===== config.mk =====
export PLATFORM = sky130hd
export DESIGN_NAME = wavegen_timer
export DESIGN_NICKNAME = d
export VERILOG_FILES = /design/src/rtl/wgt_pkg.sv /design/src/rtl/wgt_top_select.sv /design/src/rtl/wgt_counter.sv /design/src/rtl/wgt_cmp_buffer.sv /design/src/rtl/wgt_wave_out.sv /design/src/rtl/wavegen_timer.sv
export SDC_FILE = /design/constraint.sdc
export NUM_CORES = 1
export LEC_CHECK = 0
export BUFFER_PORTS_ARGS = -buffer_cell sky130_fd_sc_hd__buf_2
export CORE_MARGIN = 3
export CORE_UTILIZATION = 55
export DETAILED_ROUTE_END_ITERATION = 12
export GPL_TIMING_DRIVEN = 0
export PLACE_DENSITY = 0.91
export SETUP_SLACK_MARGIN = 0.15
export SYNTH_ARGS = -nofsm -noshare
export SYNTH_HDL_FRONTEND = slang
export SYNTH_SLANG_ARGS = --single-unit

===== constraint.sdc =====
create_clock -name clk -period 6.6 [get_ports clk]
set_input_delay 0.66 -clock clk [delete_from_list [all_inputs] [get_ports clk]]
set_output_delay 0.66 -clock clk [all_outputs]
set_load 0.02 [all_outputs]

===== src/rtl/wgt_pkg.sv =====
package wgt_pkg;

  typedef enum logic [1:0] {KIND_PLAIN, KIND_FAST, KIND_DUAL, KIND_OFF} kind_e;
  typedef enum logic [1:0] {TSRC_FIXED, TSRC_CMPA, TSRC_CAPT, TSRC_NONE} tsrc_e;
  typedef enum logic [1:0] {UPD_NOW, UPD_TOP, UPD_BOTTOM, UPD_HOLD} upd_e;
  typedef enum logic [1:0] {OVF_MAX, OVF_TOP, OVF_BOTTOM, OVF_NONE} ovf_e;

  typedef struct packed {
    kind_e      kind;
    tsrc_e      tsrc;
    logic [1:0] fix_sel;  // 0: 8-bit, 1: 9-bit, 2: 10-bit, 3: full range
    upd_e       upd;
    ovf_e       ovf;
  } mode_cfg_t;

  function automatic mode_cfg_t decode_mode(input logic [3:0] m);
    mode_cfg_t c;
    c = '{KIND_OFF, TSRC_NONE, 2'd3, UPD_HOLD, OVF_NONE};
    case (m)
      4'd0:               c = '{KIND_PLAIN, TSRC_FIXED, 2'd3, UPD_NOW, OVF_MAX};
      4'd1, 4'd2, 4'd3:   c = '{KIND_DUAL, TSRC_FIXED, m[1:0] - 2'd1, UPD_TOP, OVF_BOTTOM};
      4'd4:               c = '{KIND_PLAIN, TSRC_CMPA, 2'd3, UPD_NOW, OVF_MAX};
      4'd5, 4'd6, 4'd7:   c = '{KIND_FAST, TSRC_FIXED, m[1:0] - 2'd1, UPD_TOP, OVF_TOP};
      4'd8:               c = '{KIND_DUAL, TSRC_CAPT, 2'd3, UPD_BOTTOM, OVF_BOTTOM};
      4'd9:               c = '{KIND_DUAL, TSRC_CMPA, 2'd3, UPD_BOTTOM, OVF_BOTTOM};
      4'd10:              c = '{KIND_DUAL, TSRC_CAPT, 2'd3, UPD_TOP, OVF_BOTTOM};
      4'd11:              c = '{KIND_DUAL, TSRC_CMPA, 2'd3, UPD_TOP, OVF_BOTTOM};
      4'd12:              c = '{KIND_PLAIN, TSRC_CAPT, 2'd3, UPD_NOW, OVF_MAX};
      4'd14:              c = '{KIND_FAST, TSRC_CAPT, 2'd3, UPD_TOP, OVF_TOP};
      4'd15:              c = '{KIND_FAST, TSRC_CMPA, 2'd3, UPD_TOP, OVF_TOP};
      default:            c = '{KIND_OFF, TSRC_NONE, 2'd3, UPD_HOLD, OVF_NONE};
    endcase
    return c;
  endfunction

endpackage


===== src/rtl/wgt_top_select.sv =====
module wgt_top_select #(
  parameter int CNT_W = 16
) (
  input  wgt_pkg::mode_cfg_t cfg,
  input  logic [CNT_W-1:0]   ocr,
  input  logic [CNT_W-1:0]   cap,
  output logic [CNT_W-1:0]   top
);
  import wgt_pkg::*;

  localparam logic [CNT_W-1:0] TOP_W8  = CNT_W'(255);
  localparam logic [CNT_W-1:0] TOP_W9  = CNT_W'(511);
  localparam logic [CNT_W-1:0] TOP_W10 = CNT_W'(1023);
  localparam logic [CNT_W-1:0] TOP_MAX = '1;

  logic [CNT_W-1:0] fixed_top;

  always_comb begin
    case (cfg.fix_sel)
      2'd0:    fixed_top = TOP_W8;
      2'd1:    fixed_top = TOP_W9;
      2'd2:    fixed_top = TOP_W10;
      default: fixed_top = TOP_MAX;
    endcase
  end

  always_comb begin
    case (cfg.tsrc)
      TSRC_CMPA: top = ocr;
      TSRC_CAPT: top = cap;
      default:   top = fixed_top;
    endcase
  end

endmodule


===== src/rtl/wgt_counter.sv =====
module wgt_counter #(
  parameter int CNT_W = 16
) (
  input  logic             clk,
  input  logic             rst,
  input  logic             tick,
  input  wgt_pkg::kind_e   kind,
  input  logic [CNT_W-1:0] top,
  output logic [CNT_W-1:0] cnt,
  output logic             down,
  output logic             at_top,
  output logic             at_bottom
);
  import wgt_pkg::*;

  logic dual;
  logic active;
  logic zero;
  logic hit_top;

  always_comb begin
    dual    = (kind == KIND_DUAL);
    active  = (kind != KIND_OFF);
    zero    = (cnt == '0);
    // dual slope turns at or above TOP so a lowered TOP cannot be overrun
    hit_top = dual ? (!down && (cnt >= top)) : (cnt == top);
    at_top    = tick && active && hit_top;
    at_bottom = tick && dual && zero;
  end

  always_ff @(posedge clk) begin
    if (rst) begin
      cnt  <= '0;
      down <= 1'b0;
    end else begin
      if (active && !dual) begin
        down <= 1'b0;
      end
      if (tick && active) begin
        if (!dual) begin
          cnt <= hit_top ? '0 : cnt + CNT_W'(1);
        end else if (!down) begin
          if (hit_top) begin
            if (!zero) begin
              down <= 1'b1;
              cnt  <= cnt - CNT_W'(1);
            end
          end else begin
            cnt <= cnt + CNT_W'(1);
          end
        end else begin
          if (zero) begin
            down <= 1'b0;
            cnt  <= cnt + CNT_W'(1);
          end else begin
            cnt <= cnt - CNT_W'(1);
          end
        end
      end
    end
  end

endmodule


===== src/rtl/wgt_cmp_buffer.sv =====
module wgt_cmp_buffer #(
  parameter int CNT_W = 16
) (
  input  logic             clk,
  input  logic             rst,
  input  wgt_pkg::upd_e    upd,
  input  logic             at_top,
  input  logic             at_bottom,
  input  logic [CNT_W-1:0] cmp_in,
  output logic [CNT_W-1:0] ocr
);
  import wgt_pkg::*;

  logic load;

  always_comb begin
    case (upd)
      UPD_NOW:    load = 1'b1;
      UPD_TOP:    load = at_top;
      UPD_BOTTOM: load = at_bottom;
      default:    load = 1'b0;
    endcase
  end

  always_ff @(posedge clk) begin
    if (rst) begin
      ocr <= '0;
    end else if (load) begin
      ocr <= cmp_in;
    end
  end

endmodule


===== src/rtl/wgt_wave_out.sv =====
module wgt_wave_out (
  input  logic           clk,
  input  logic           rst,
  input  logic           tick,
  input  wgt_pkg::kind_e kind,
  input  logic           at_top,
  input  logic           match,
  input  logic           down,
  output logic           pwm
);
  import wgt_pkg::*;

  always_ff @(posedge clk) begin
    if (rst) begin
      pwm <= 1'b0;
    end else if (kind == KIND_OFF) begin
      pwm <= 1'b0;
    end else if (tick) begin
      case (kind)
        KIND_FAST: begin
          if (at_top)     pwm <= 1'b1;
          else if (match) pwm <= 1'b0;
        end
        KIND_DUAL: begin
          if (match) pwm <= down;
        end
        default: begin
          if (match) pwm <= ~pwm;
        end
      endcase
    end
  end

endmodule


===== src/rtl/wavegen_timer.sv =====
module wavegen_timer #(
  parameter int CNT_W = 16
) (
  input  logic             clk,
  input  logic             rst,
  input  logic             tick,
  input  logic [3:0]       mode,
  input  logic [CNT_W-1:0] cmp_a,
  input  logic [CNT_W-1:0] cap_top,
  output logic [CNT_W-1:0] count,
  output logic             ovf_flag,
  output logic             match_flag,
  output logic             pwm_out
);
  import wgt_pkg::*;

  mode_cfg_t        cfg;
  logic [CNT_W-1:0] top;
  logic [CNT_W-1:0] ocr;
  logic             down;
  logic             at_top;
  logic             at_bottom;
  logic             match_ev;
  logic             ovf_ev;

  always_comb cfg = decode_mode(mode);

  wgt_top_select #(.CNT_W(CNT_W)) u_top_select (
    .cfg (cfg),
    .ocr (ocr),
    .cap (cap_top),
    .top (top)
  );

  wgt_counter #(.CNT_W(CNT_W)) u_counter (
    .clk       (clk),
    .rst       (rst),
    .tick      (tick),
    .kind      (cfg.kind),
    .top       (top),
    .cnt       (count),
    .down      (down),
    .at_top    (at_top),
    .at_bottom (at_bottom)
  );

  wgt_cmp_buffer #(.CNT_W(CNT_W)) u_cmp_buffer (
    .clk       (clk),
    .rst       (rst),
    .upd       (cfg.upd),
    .at_top    (at_top),
    .at_bottom (at_bottom),
    .cmp_in    (cmp_a),
    .ocr       (ocr)
  );

  always_comb begin
    match_ev = tick && (cfg.kind != KIND_OFF) && (count == ocr);
    case (cfg.ovf)
      OVF_MAX:    ovf_ev = tick && (count == '1);
      OVF_TOP:    ovf_ev = at_top;
      OVF_BOTTOM: ovf_ev = at_bottom;
      default:    ovf_ev = 1'b0;
    endcase
  end

  wgt_wave_out u_wave_out (
    .clk    (clk),
    .rst    (rst),
    .tick   (tick),
    .kind   (cfg.kind),
    .at_top (at_top),
    .match  (match_ev),
    .down   (down),
    .pwm    (pwm_out)
  );

  always_ff @(posedge clk) begin
    if (rst) begin
      ovf_flag   <= 1'b0;
      match_flag <= 1'b0;
    end else begin
      ovf_flag   <= ovf_ev;
      match_flag <= match_ev;
    end
  end

endmodule


==> impl_summary.txt <==
----------------------------------------------------
[Logic synthesis]
  Post-Syn Nets ... 485
  Synth Flop Type ... sky130_fd_sc_hd__dfxtp_1
  Top cells by instance count after synthesis ... sky130_fd_sc_hd__nor2_1 (42), sky130_fd_sc_hd__dfxtp_1 (36), sky130_fd_sc_hd__nand2_1 (31)
  Number of storage elements in the synthesis netlist ... 36
  Most frequent cell after synthesis ... sky130_fd_sc_hd__nor2_1
  Number of unique standard cell types used by synthesis ... 70
  Area of the mapped netlist ... 0.00328 sq mm
  Count of flip-flops with a built-in enable after synthesis ... 0
  Share of synthesized registers carrying an async set or reset ... 0%
  Cells taking the most area after synthesis ... sky130_fd_sc_hd__dfxtp_1 (22%), sky130_fd_sc_hd__ha_1 (11%), sky130_fd_sc_hd__mux2i_1 (5.2%)
  Number of warnings issued by yosys ... 0
  Area share of the largest cell type after synthesis ... 22.0%
  Synth Instances ... 418
  Part of the Yosys area used for sequential elements ... 22.0%
  Average cell area after synthesis ... 7.84 sq um
  Area leader, netlist ... sky130_fd_sc_hd__dfxtp_1

[Clocking]
  Post-CTS Resized ... 0
  Clock edge transition at the registers on the reported setup and hold paths ... 0.08 ns
  Clock buffer depth ... 2
  # clock sinks ... 36
  Insertion delay to the later sink of the worst-skew pair ... 0.30 ns
  TritonCTS clock tree ... yes
  CTS buffer count ... 5
  Setup Buffers After CTS ... 0
  Root buffer cell ... sky130_fd_sc_hd__clkbuf_8
  Post-CTS Hold Fix Bufs ... 0
  H-Tree Depth ... 2

[Pwr]
  Net Sw Frac ... 35.8%
  Relative contribution of the clock network to total power ... 31.2%
  Part of the power in registers ... 35.4%
  Power Internal ... 422 uW
  Comb power frac ... 33.5%
  Highest ir drop seen on vdd ... 0.103 mV
  PD cells ... 175 mW/mm^2
  Static Leakage ... 1.78 nW
  Power spent charging and discharging nets ... 235 uW

[Detailed routing]
  DRC violation total after the first TritonRoute iteration ... 302
  Antenna violation net count after detailed routing ... 0
  Number of vias after detailed routing ... 3,648
  DR DRC count ... 0
  Routed wire per std cell ... 18.8 microns
  Via-per-instance ratio ... 6.58
  Total wirelength of the detailed-routed design ... 10,400 microns
  Length of the first detailed-routing pass in iterations ... 5

[Cells and area]
  Number of diodes ... 0
  Syn-to-layout area delta ... 14.7%
  Register area ... 721 sq um
  Count of filler cells inserted in the layout ... 459
  Area taken by multi-input logic gates ... 0.00232 sq mm
  Number of nets in the finished design ... 548
  Layout cells sized above 1 ... 20.3%

[Flow run]
  Reported max-cap violation count ... 0

[Critical path]
  Setup crit start ... mode[0]
  Critical path endpoint ... u_counter.cnt[9]
  Slack of the worst reg-to-reg path ... 3.21 ns
  Capture point of the worst reg-to-reg path ... u_counter.cnt[9]
  Critical path launch point type ... input port
  Critical path required time ... 6.76 ns
  Logic depth of the worst register-to-register path ... 12
  Worst setup path category ... in2reg
  List of cells traversed by the critical path ... buf_2 -> inv_1 -> ha_1 -> clkbuf_1 -> nor2_1 -> a22oi_1 -> o22ai_1 -> ha_1 -> clkbuf_1 -> nor4b_1 -> o21ai_0 -> nand2_1 -> ha_1 -> nand4_1 -> nor3_1 -> a2111oi_2 -> o2111ai_4 -> a31oi_2 -> buf_2 -> nand2_1 -> a221oi_1 -> nor3_1
  CP max FO ... 10
  Origin of the critical flop-to-flop path ... u_counter.cnt[0]
  Crit path DAT ... 5.79 ns
  Cell with the largest stage delay on the worst path ... sky130_fd_sc_hd__nor4b_1
  Biggest cell delay along the critical path ... 0.58 ns
  Most prevalent standard cell on the critical path ... sky130_fd_sc_hd__ha_1
  Type of element capturing the critical path ... flip-flop

[GRT]
  Global route overflow ... 0
  Met1 Use GR ... 35.6%
  Gr busiest metal ... met2
  Antenna violations before repair ... 0
  Total Routing Usage GR ... 29.5%
  First-pass GRT wire length ... 17,100 microns
  Pin count of the biggest net entering global routing ... 13
  GR Util met3 ... 5.06%
  Global routing met2 resource utilization ... 50.7%
  Number of global-route vias before repair ... 3,504

[Floorplanning]
  Die H ... 83.2 microns
  Site Rows ... 27
  X dimension of the die ... 83.2 microns
  Core footprint ... 0.00564 sq mm
  Total Die Area ... 0.00692 sq mm
  Num ports ... 58
  Initial Util ... 58.1%

[Placed design]
  Input/output buffers ... 56
  Post-placement setup slack ... 0.861 ns
  Global placer's final weighted congestion ... 0.938
  Placed wire-length estimate after detailed placement ... 7790 microns

[Timing]
  Worst max-slew margin expressed relative to the limit ... 35.7%
  Clock skew ... 0.00691 ns
  Highest clock rate ... 178 MHz
  Setup_tns ... 0 ns
  Final worst path period need ... 5.62 ns
  Number of pins with negative max-slew slack in the final report ... 0
  Setup repair after global routing missed its margin ... false
  Measured slew at the worst slew-check pin ... 0.955 ns
  Setup violators final ... 0
  Fraction of the cycle the final worst path needs ... 85.2%
  Post-layout worst setup margin ... 0.977 ns
  Number of hold violations in the final report ... 0

[Hold path]
  Min-Delay Path Class ... reg2reg

[Status]
  Run status ... completed

----------------------------------------------------
==> power groups by stage <==
stage,sequential (mW),combinational [mW],clock [mW]
finish,0.232,0.220,0.205
global route,0.234,0.240,0.212
CTS,0.232,0.215,0.203
detailed placement,0.237,0.211,0
global placement,0.236,0.199,0
floorplan,0.238,0.151,0
==> critical path, delay by kind of cell <==
family	cells	cell delay (ns)
compound gates	7	2.07
simple gates	7	1.24
buf+inv	5	1.08
fa+ha+maj	3	0.70
==> kinds of logic (layout without fill, tap and decap cells) <==
family	Yosys count	in the layout	synth area share, %
simple gates	156	156	24.7
flops	36	36	22.0
compound gates	113	113	26.0
mux	17	17	5.19
xor+xnor	16	16	4.27
fa+ha+maj	28	28	10.7
buf+inv	52	116	7.25
==> per-stage QoR <==
| step | hold slack, ns | util, % | instance area, sq um | instances | total power [mW] |
|---|---|---|---|---|---|
| final | 0.561 | 66.6 | 3760 | 554 | 0.657 |
| after global routing | 0.582 | 66.6 | 3760 | 554 | 0.685 |
| after CTS | 0.563 | 66.6 | 3760 | 554 | 0.651 |
| after detailed placement | 0.545 | 64.7 | 3650 | 546 | 0.448 |
| after global placement | 0.535 | 64.7 | 3650 | 546 | 0.435 |
| after floorplan | 0.507 | - | 3280 | 418 | 0.389 |
==> per-layer routing <==
metal	up-vias	share of wire, %
li1	1690	-
met1	1651	39
met2	259	48
met3	48	8.9
met4	0	4.3
met5	-	0
==> how the worst min path moves through the flow <==
stage                          from              endpoint  slack (ns)  depth (start not counted)
2_1_floorplan   u_cmp_buffer.ocr[9]   u_cmp_buffer.ocr[9]        0.51                          2
3_3_place_gp    u_cmp_buffer.ocr[0]   u_cmp_buffer.ocr[0]        0.53                          2
3_5_place_dp   u_cmp_buffer.ocr[11]  u_cmp_buffer.ocr[11]        0.54                          2
4_1_cts         u_cmp_buffer.ocr[3]   u_cmp_buffer.ocr[3]        0.56                          2
5_1_grt        u_cmp_buffer.ocr[11]  u_cmp_buffer.ocr[11]        0.58                          2
6_report        u_cmp_buffer.ocr[3]   u_cmp_buffer.ocr[3]        0.56                          2
==> placed cells by master (no fill, tap or decap), types with 5 or more instances in the layout <==
cell type,Yosys,final
sky130_fd_sc_hd__clkbuf_8,0,5
sky130_fd_sc_hd__nor4_1,9,9
sky130_fd_sc_hd__buf_2,5,61
sky130_fd_sc_hd__ha_1,28,28
sky130_fd_sc_hd__clkbuf_1,19,19
sky130_fd_sc_hd__nor3_1,16,16
sky130_fd_sc_hd__a21oi_1,15,15
sky130_fd_sc_hd__a221oi_1,10,10
sky130_fd_sc_hd__o21ai_0,20,20
sky130_fd_sc_hd__xor2_1,16,16
sky130_fd_sc_hd__nor2_1,42,42
sky130_fd_sc_hd__dfxtp_1,36,36
sky130_fd_sc_hd__nand3_1,19,19
sky130_fd_sc_hd__inv_1,21,21
sky130_fd_sc_hd__nand2_1,31,31
sky130_fd_sc_hd__mux2i_1,17,17
sky130_fd_sc_hd__a31oi_1,8,8
sky130_fd_sc_hd__a221o_1,7,7
sky130_fd_sc_hd__nand4_1,6,6
==> final cells by class <==
cell class              count  area share [%]
plain buffers              31            4.23
clock buffers               5            1.83
clock inverters             3            1.13
inverters                  21            2.10
multi-input cells         330            61.7
flip-flops and latches     36            19.2
well taps                  72            2.40
repair buffers             56            7.45
==> registers in the layout (all words and copies together) (netlist names) <==
| register | flops |
|---|---|
| u_cmp_buffer.ocr | 16 |
| u_counter.cnt | 16 |
| match_flag | 1 |
| ovf_flag | 1 |
| u_counter.down | 1 |
| u_wave_out.pwm | 1 |
Note: power is estimated with default switching activity, not from simulation.
